## src/rtl/pofs_pkg.sv

```systemverilog
package pofs_pkg;
    typedef enum logic [0:0] {
        ST_HOLD = 1'b0,
        ST_SLEW = 1'b1
    } pofs_state_e;
endpackage

```

## src/rtl/pofs_clear_qual.sv

```systemverilog
// Qualifies the active-low clear pin: accept fires on the sample that
// completes MIN_LOW consecutive low samples, once per low run.
module pofs_clear_qual #(
    parameter int MIN_LOW = 6,
    localparam int CW = $clog2(MIN_LOW + 1)
) (
    input  logic clk,
    input  logic rst,
    input  logic clr_n,
    output logic accept
);
    logic [CW-1:0] low_cnt;

    always_ff @(posedge clk) begin
        if (rst) begin
            low_cnt <= '0;
        end else if (clr_n) begin
            low_cnt <= '0;
        end else if (low_cnt < CW'(MIN_LOW)) begin
            low_cnt <= low_cnt + 1'b1;
        end
    end

    assign accept = !clr_n && (low_cnt == CW'(MIN_LOW - 1));
endmodule

```

## src/rtl/pofs_wrap_add.sv

```systemverilog
// Adds two phase values and folds the result into [-HALF, HALF).
module pofs_wrap_add #(
    parameter int OFS_W = 16,
    parameter int FRAME_UNITS = 40000,
    localparam int HALF = FRAME_UNITS / 2
) (
    input  logic signed [OFS_W-1:0] a,
    input  logic signed [OFS_W-1:0] b,
    output logic signed [OFS_W-1:0] y
);
    localparam logic signed [OFS_W:0] HI_S  = (OFS_W+1)'(HALF);
    localparam logic signed [OFS_W:0] LO_S  = -(OFS_W+1)'(HALF);
    localparam logic signed [OFS_W:0] FRM_S = (OFS_W+1)'(FRAME_UNITS);

    logic signed [OFS_W:0] raw;
    logic signed [OFS_W:0] folded;

    always_comb begin
        raw = {a[OFS_W-1], a} + {b[OFS_W-1], b};
        if (raw >= HI_S) begin
            folded = raw - FRM_S;
        end else if (raw < LO_S) begin
            folded = raw + FRM_S;
        end else begin
            folded = raw;
        end
        y = folded[OFS_W-1:0];
    end
endmodule

```

## src/rtl/pofs_slew_step.sv

```systemverilog
// One bounded step toward zero; lands exactly on zero when within one step.
module pofs_slew_step #(
    parameter int OFS_W = 16,
    parameter int STEP = 2
) (
    input  logic signed [OFS_W-1:0] cur,
    output logic signed [OFS_W-1:0] nxt,
    output logic                    land
);
    localparam logic signed [OFS_W-1:0] POS_S = OFS_W'(STEP);
    localparam logic signed [OFS_W-1:0] NEG_S = -OFS_W'(STEP);

    always_comb begin
        land = 1'b0;
        if (cur > POS_S) begin
            nxt = cur - POS_S;
        end else if (cur < NEG_S) begin
            nxt = cur + POS_S;
        end else begin
            nxt  = '0;
            land = 1'b1;
        end
    end
endmodule

```

## src/rtl/phase_offset_corrector.sv

```systemverilog
module phase_offset_corrector
    import pofs_pkg::*;
#(
    parameter int CLK_NS = 50,
    parameter int FRAC_BITS = 4,
    parameter int FRAME_CLKS = 2500,
    parameter int MIN_LOW_NS = 300,
    parameter int STEP_NS = 5,
    localparam int UNITS_PER_CLK = 1 << FRAC_BITS,
    localparam int FRAME_UNITS = FRAME_CLKS * UNITS_PER_CLK,
    localparam int HALF = FRAME_UNITS / 2,
    localparam int OFS_W = $clog2(HALF) + 1,
    localparam int STEP = (STEP_NS * UNITS_PER_CLK + CLK_NS / 2) / CLK_NS,
    localparam int MIN_LOW = (MIN_LOW_NS + CLK_NS - 1) / CLK_NS
) (
    input  logic                    clk,
    input  logic                    rst,
    input  logic                    ref_sw_stb,
    input  logic signed [OFS_W-1:0] ref_sw_err,
    input  logic                    clr_n,
    input  logic                    frame_tick,
    output logic signed [OFS_W-1:0] ofs_out,
    output logic                    walk_done
);
    localparam logic signed [OFS_W-1:0] STEP_S = OFS_W'(STEP);
    localparam logic signed [OFS_W-1:0] HALF_S = OFS_W'(HALF);

    pofs_state_e state_q, state_n;
    logic signed [OFS_W-1:0] ofs_q, ofs_n;
    logic signed [OFS_W-1:0] add_err, sum, stepped;
    logic done_q, done_n;
    logic accept, land;

    assign add_err = ref_sw_stb ? ref_sw_err : '0;

    pofs_clear_qual #(.MIN_LOW(MIN_LOW)) u_qual (
        .clk    (clk),
        .rst    (rst),
        .clr_n  (clr_n),
        .accept (accept)
    );

    pofs_wrap_add #(.OFS_W(OFS_W), .FRAME_UNITS(FRAME_UNITS)) u_wrap (
        .a (ofs_q),
        .b (add_err),
        .y (sum)
    );

    pofs_slew_step #(.OFS_W(OFS_W), .STEP(STEP)) u_step (
        .cur  (sum),
        .nxt  (stepped),
        .land (land)
    );

    // State transitions: HOLD->SLEW on clear accepted, SLEW->HOLD on landed.
    always_comb begin
        state_n = state_q;
        unique case (state_q)
            ST_HOLD: if (accept) state_n = ST_SLEW;
            ST_SLEW: if (frame_tick && land) state_n = ST_HOLD;
        endcase
    end

    always_ff @(posedge clk) begin
        if (rst) state_q <= ST_HOLD;
        else     state_q <= state_n;
    end

    // Output datapath: errors always accumulate, steps only while slewing.
    always_comb begin
        ofs_n  = sum;
        done_n = 1'b0;
        if (state_q == ST_SLEW && frame_tick) begin
            ofs_n  = stepped;
            done_n = land;
        end
    end

    always_ff @(posedge clk) begin
        if (rst) begin
            ofs_q  <= '0;
            done_q <= 1'b0;
        end else begin
            ofs_q  <= ofs_n;
            done_q <= done_n;
        end
    end

    assign ofs_out   = ofs_q;
    assign walk_done = done_q;

    a_r1_reset_clears: assert property (@(posedge clk)
        rst |=> (ofs_q == '0 && !done_q && state_q == ST_HOLD));

    a_r2_in_window: assert property (@(posedge clk) disable iff (rst)
        (ofs_q >= -HALF_S) && (ofs_q < HALF_S));

    a_r3_no_start_while_high: assert property (@(posedge clk) disable iff (rst)
        (state_q == ST_HOLD && clr_n) |=> (state_q == ST_HOLD));

    a_r4_hold_keeps_offset: assert property (@(posedge clk) disable iff (rst)
        (state_q == ST_HOLD && !ref_sw_stb) |=> $stable(ofs_q));

    a_r5_step_down: assert property (@(posedge clk) disable iff (rst)
        (state_q == ST_SLEW && frame_tick && !ref_sw_stb && ofs_q > STEP_S)
        |=> (ofs_q == $past(ofs_q) - STEP_S));

    a_r6_done_at_zero: assert property (@(posedge clk) disable iff (rst)
        walk_done |-> (ofs_out == '0 && state_q == ST_HOLD));

    a_r6_done_single: assert property (@(posedge clk) disable iff (rst)
        walk_done |=> !walk_done);
endmodule

```

## config.mk

```make
export PLATFORM = sky130hd
export DESIGN_NAME = phase_offset_corrector
export DESIGN_NICKNAME = d
export VERILOG_FILES = /design/src/rtl/pofs_pkg.sv /design/src/rtl/pofs_clear_qual.sv /design/src/rtl/pofs_wrap_add.sv /design/src/rtl/pofs_slew_step.sv /design/src/rtl/phase_offset_corrector.sv
export SDC_FILE = /design/constraint.sdc
export NUM_CORES = 1
export LEC_CHECK = 0
export BUFFER_PORTS_ARGS = -buffer_cell sky130_fd_sc_hd__buf_2
export CORE_MARGIN = 2
export CORE_UTILIZATION = 58
export DETAILED_ROUTE_END_ITERATION = 7
export PLACE_DENSITY = 0.77
export SLEW_MARGIN = 20
export SYNTH_ARGS = -nofsm -noshare
export SYNTH_HDL_FRONTEND = slang
export SYNTH_SLANG_ARGS = --single-unit
```

## constraint.sdc

```tcl
create_clock -name clk -period 6.05 [get_ports clk]
set_input_delay 0.9075 -clock clk [delete_from_list [all_inputs] [get_ports clk]]
set_output_delay 0.9075 -clock clk [all_outputs]
set_load 0.01 [all_outputs]
```

Word-level counts from Yosys, hierarchy flattened
Cells that the tools add are included.
W data, S select, Z words.

word-level totals
  register bits = 21
  input port bits = 21
  output and inout port bits = 17
  logic and storage cells = 35

cells by class
  add/subtract/negate cells = 6
  order comparisons = 5
  eq/ne operators = 1
  multiplexer cells = 11
  bitwise gates (word level) = 2
  reductions and logical operators = 6

operator list
  cell                      number
  $mux W16                  6
  $add A16 B16 Y17          1
  $ge A17 B16 Y1 const B    1
  $lt A17 B16 Y1 const B    1
  $add A16 B16 Y16 const B  1
  $add A16 B3 Y16 const B   1
  $gt A16 B3 Y1 const B     1
  $lt A16 B2 Y1 const B     1
  $sub A16 B16 Y16 const B  1
  $sub A16 B3 Y16 const B   1
  $mux W1                   4
  $reduce_or A2 Y1          2
  $add A3 B1 Y3 const B     1
  $eq A3 B3 Y1 const B      1
  $logic_and A1 B1 Y1       3
  $lt A3 B3 Y1 const B      1
  $not A1 Y1                2
  $pmux W1 S2               1
  $logic_not A1 Y1          1

Logic depth before layout (Yosys ltp)
  depth after elaboration = 11
  gate-level depth with buffers = 20
  depth with buffers taken out = 17

By module
Synthesis repeated with hierarchy kept, for this count alone.

second synthesis, totals
  cell total of the unflattened synthesis = 424
  area, all modules = 3293.2 um^2

modules (own cells, without submodules)
  module                  times used  cells each  area an instance (um^2)  seq. area each (um^2)
  pofs_wrap_add           1           199         1438.9                   0.0
  phase_offset_corrector  1           97          962.2                    360.3
  pofs_slew_step          1           112         738.2                    0.0
  pofs_clear_qual         1           16          153.9                    60.1

Worst setup path before layout
Ideal clock, no wire load.

  path type = input to register
  from = input port ref_sw_stb
  to = register ofs_q[5], in the netlist ofs_out[5]
  library setup time = 0.132 ns
  data arrival time = 4.927 ns
  setup slack = 0.991 ns
  stages = 19
  path buffers = 3
  cell sequence = clkbuf_1 and2_1 ha_1 fa_1 a211oi_2 o21ai_4 or3_1 and4_1 o41ai_2 o211a_2 o21ai_1 o2bb2ai_1 or2_1 buf_2 nor4_2 a21oi_2 buf_6 a41oi_1 a21oi_1

between the ends
  longest elaborated chain between the ends = 9
  elaborated cells between the ends (all ways) = 15
  classes of those cells = 5 x add/sub; 4 x order compare; 6 x mux

ends and longest elaborated chain
  element                                             RTL line                                    source
  start: declaration                                  phase_offset_corrector.sv:18                input logic ref_sw_stb,
  $mux W16 *                                          phase_offset_corrector.sv:34                assign add_err = ref_sw_stb ? ref_sw_err : '0;
  $add A16 B16 Y17 *                                  pofs_wrap_add.sv:19                         raw = {a[OFS_W-1], a} + {b[OFS_W-1], b};
  $add A16 B16 Y16 or $lt A17 B16 Y1 (tied branches)  pofs_wrap_add.sv:23, pofs_wrap_add.sv:22
  $mux W16                                            pofs_wrap_add.sv:22                         end else if (raw < LO_S) begin
  $mux W16 *                                          pofs_wrap_add.sv:20                         if (raw >= HI_S) begin
  $add A16 B3 Y16 or $lt A16 B2 Y1 (tied branches)    pofs_slew_step.sv:18, pofs_slew_step.sv:17
  $mux W16                                            pofs_slew_step.sv:17                        end else if (cur < NEG_S) begin
  $mux W16                                            pofs_slew_step.sv:15                        if (cur > POS_S) begin
  $mux W16 *                                          phase_offset_corrector.sv:73                if (state_q == ST_SLEW && frame_tick) begin
  end signal: assignment                              phase_offset_corrector.sv:84                ofs_q <= ofs_n;
  end: declaration                                    phase_offset_corrector.sv:29                logic signed [OFS_W-1:0] ofs_q, ofs_n;

Every way passes the cells marked *; elsewhere a longest branch is shown, timed or not.
A chain may end at the register's enable or synchronous reset.

Final worst setup path
  from = input port ref_sw_stb
  to = register ofs_q[10], in the netlist ofs_out[10]

Same word-level chain as after synthesis.

==> results_dict.tcl <==
set metrics [dict create \
    outcome "complete, no violations" \
    place_area_um2 3590 \
    num_antenna_cells 0 \
    synth_edf_count 0 \
    p_leak_nw 1.52 \
    cts.reportedPaths.clkPinSlew_ns 0.08 \
    grt_pass1_vias 3162 \
    die_h_um 80.0 \
    hp-class "flop to flop" \
    viasPerCell 6.78 \
    core_area_um2 5540 \
    path_class "input pin to flop" \
    cp_max_fo 20 \
    crit_top_cell "a32oi_1" \
    hp-start "u_qual.low_cnt[1]" \
    grt_usage_pct 30.3 \
    setup_viol 0 \
    vias 3519 \
    max_freq_mhz 178 \
    ctsResizeCount 0 \
    timing.rr.start "ofs_out[0]" \
    clk_latency_ns 0.27 \
    die_x_um 80.0 \
    cts_tree "built" \
    netlist_area_um2 3350 \
    antenna_left 0 \
    overflow 0 \
    ioPinCount 38 \
    cts_setup_buffers 0 \
    crit_path_start_kind "input pin" \
    io_buffers 37 \
    worst_pin_slew_ns 0.886 \
    synth.net_count 462 \
    worst-r2r-setup-slack_ns 1.07 \
    drv_slew 0 \
    synth.avg_cell_area_um2 8.05 \
    grt_pass1_wl_um 15700 \
    worst_hold_path.num_cells 2 \
    place_inst 515 \
    nets 494 \
    cts_hold_buf 0 \
    gp_congestion 1.03 \
    totalWireLength_um 9510 \
    hold_viol_final 0 \
    power_mw 2.02 \
    worstPathRequired_ns 6.24 \
    grt_max_degree 24 \
    power_density_nw_per_um2 554 \
    synth.yosys.seq_area_share_pct 12.6 \
    crit_chain "buf_2 > and2_1 > ha_1 > fa_1 > a211oi_2 > o21ai_4 > or3_1 > and4_1 > o41ai_2 > o211a_2 > a21oi_4 > a32oi_1 > xnor2_1 > nor4b_4 > a21oi_2 > a32oi_1 > a211oi_1" \
    synthCells 416 \
    clock-root-buffer "clkbuf_8" \
    rsz0062_at_grt "no" \
    cp_top_family "compound AO/OA/AOI/OAI gates" \
    tns_ns 0 \
    dpl.hpwl_um 7380 \
    irDropWorstVdd_v 0.000288 \
    finalInstanceArea_um2 3640 \
    numCtsBuffers 3 \
    fin_skew_ns 0.0101 \
    start_util_pct 60.4 \
    finalNonFillerCells 519 \
    cp_num_buf_inv 1 \
    crit_arrival_ns 5.81 \
    fin_crit_sh_pct 92.9 \
    drive_gt1_share_pct 21.9 \
    drtIter0Drc 285 \
    max_slew_margin_pct 40.9 \
    die_area_um2 6390 \
    slowest_delay_ns 0.74 \
    post_drt_wl_per_cell_um 18.3 \
    drv_cap 0 \
    fin_crit_ns 5.62 \
    synthFlopType "dfxtp_1" \
    synth.distinct_cells 89 \
    yosys_warnings 0 \
    ys_ff_latch 21 \
    min_to "u_qual.low_cnt[2]" \
    antenna_found_initial 0 \
    rr_worst_depth 15 \
    end_kind "flop" \
    cts.sinks 21 \
    async_reset_ff_share_pct 0 \
    drc 0 \
    ctsHtreeMaxLevel 1 \
    reg2reg_to "ofs_out[10]" \
    drtPass1Iterations 4 \
    num_rows 27 \
    cts_buffer_depth 2 \
    area_delta_synth_final_pct 8.75 \
    crit_slowest_cell "a21oi_2" \
]
## stage by stage
stage               utilization [%]  hold WS, ns  setup WS, ns
floorplan                         -        0.461         0.991
global placement               64.9        0.486         0.314
detailed placement             64.9        0.504         0.190
CTS                            65.7        0.515         0.473
global route                   65.7        0.537        0.0382
finish                         65.7        0.511         0.427
## worst min-delay path, stage by stage, from the launching register on
cell	delay [ns]
dfxtp_1	0.33
inv_1	0.07
a31oi_1	0.07
## cell usage in the layout, fill, tap and decap left out, drive strengths merged, types with 10 or more instances in the layout
master and n:
a21oi 43, dfxtp 21, and2 20, and3 12, ha 24, a31oi 11
o21ai 26, nand2 26, xnor2 14, a21o 16, nand3 11, xor2 10
buf 45, nor3 16, nor2 31
## flip-flops by register name, indices dropped and copies added (netlist names)
signal          flops
state_q             1
ofs_out            16
walk_done           1
u_qual.low_cnt      3
## how the worst max path moves through the flow
stage | startpoint | endpoint | depth (start not counted)
2_1_floorplan | ref_sw_stb | ofs_out[5] | 19
3_3_place_gp | ref_sw_stb | ofs_out[10] | 17
3_5_place_dp | ref_sw_stb | ofs_out[10] | 17
4_1_cts | ref_sw_stb | ofs_out[10] | 17
5_1_grt | ref_sw_stb | ofs_out[10] | 17
6_report | ref_sw_stb | ofs_out[10] | 17
## cell type report
cell class / count / area [um2]
multi-input combinational: 370 / 2810
tap: 72 / 90.1
clock inverter: 1 / 5.00
clock buffer: 3 / 41.3
timing repair buffer: 45 / 245
sequential: 21 / 420
inverter: 7 / 26.3
fill: 514 / 1900
## cells by family (layout without fill, tap and decap cells)
family          after synthesis  count (layout)  synth area share [%]
compound gates              162             162                  38.3
flops                        21              21                  12.6
buf+inv                      25              56                  3.44
simple gates                157             157                  26.7
mux                           2               2                 0.598
xor+xnor                     24              24                  8.86
fa+ha+maj                    25              25                  9.57
## Yosys cell counts (4+ instances only)
| master | n | area (um2) |
|---|---|---|
| xor2_1 | 7 | 61.3 |
| xnor2_1 | 10 | 87.6 |
| a211oi_1 | 5 | 37.5 |
| o21ai_0 | 17 | 85.1 |
| dfxtp_1 | 21 | 420 |
| and2_1 | 19 | 119 |
| nand3_1 | 10 | 50.1 |
| a32oi_1 | 6 | 52.6 |
| inv_1 | 5 | 18.8 |
| o21ai_1 | 7 | 35.0 |
| o211ai_1 | 4 | 30.0 |
| nor2_1 | 30 | 113 |
| nor3_1 | 13 | 65.1 |
| or3_1 | 6 | 37.5 |
| a21oi_1 | 39 | 195 |
| a31oi_1 | 9 | 56.3 |
| buf_2 | 5 | 25.0 |
| nor4_1 | 4 | 25.0 |
| a21o_1 | 14 | 105 |
| nor3b_1 | 4 | 30.0 |
| and3_1 | 12 | 75.1 |
| nand4_1 | 8 | 50.1 |
| nand2_1 | 26 | 97.6 |
| clkbuf_1 | 8 | 30.0 |
| ha_1 | 24 | 300 |
## report_power, final
group	internal, mW	switching, mW
Combinational	0.630	1.09
Sequential	0.176	0.0305
Clock	0.0460	0.0468
Total	0.852	1.17
## per-layer routing
layer / track usage [%] / up-vias / part of all wire (%)
li1: - / 1680 / -
met1: 43.8 / 1639 / 45
met2: 49.3 / 184 / 45
met3: 2.71 / 16 / 8.1
met4: 5.59 / 0 / 1.5
met5: 0 / - / 0
Note: power is estimated with default switching activity, not from simulation.
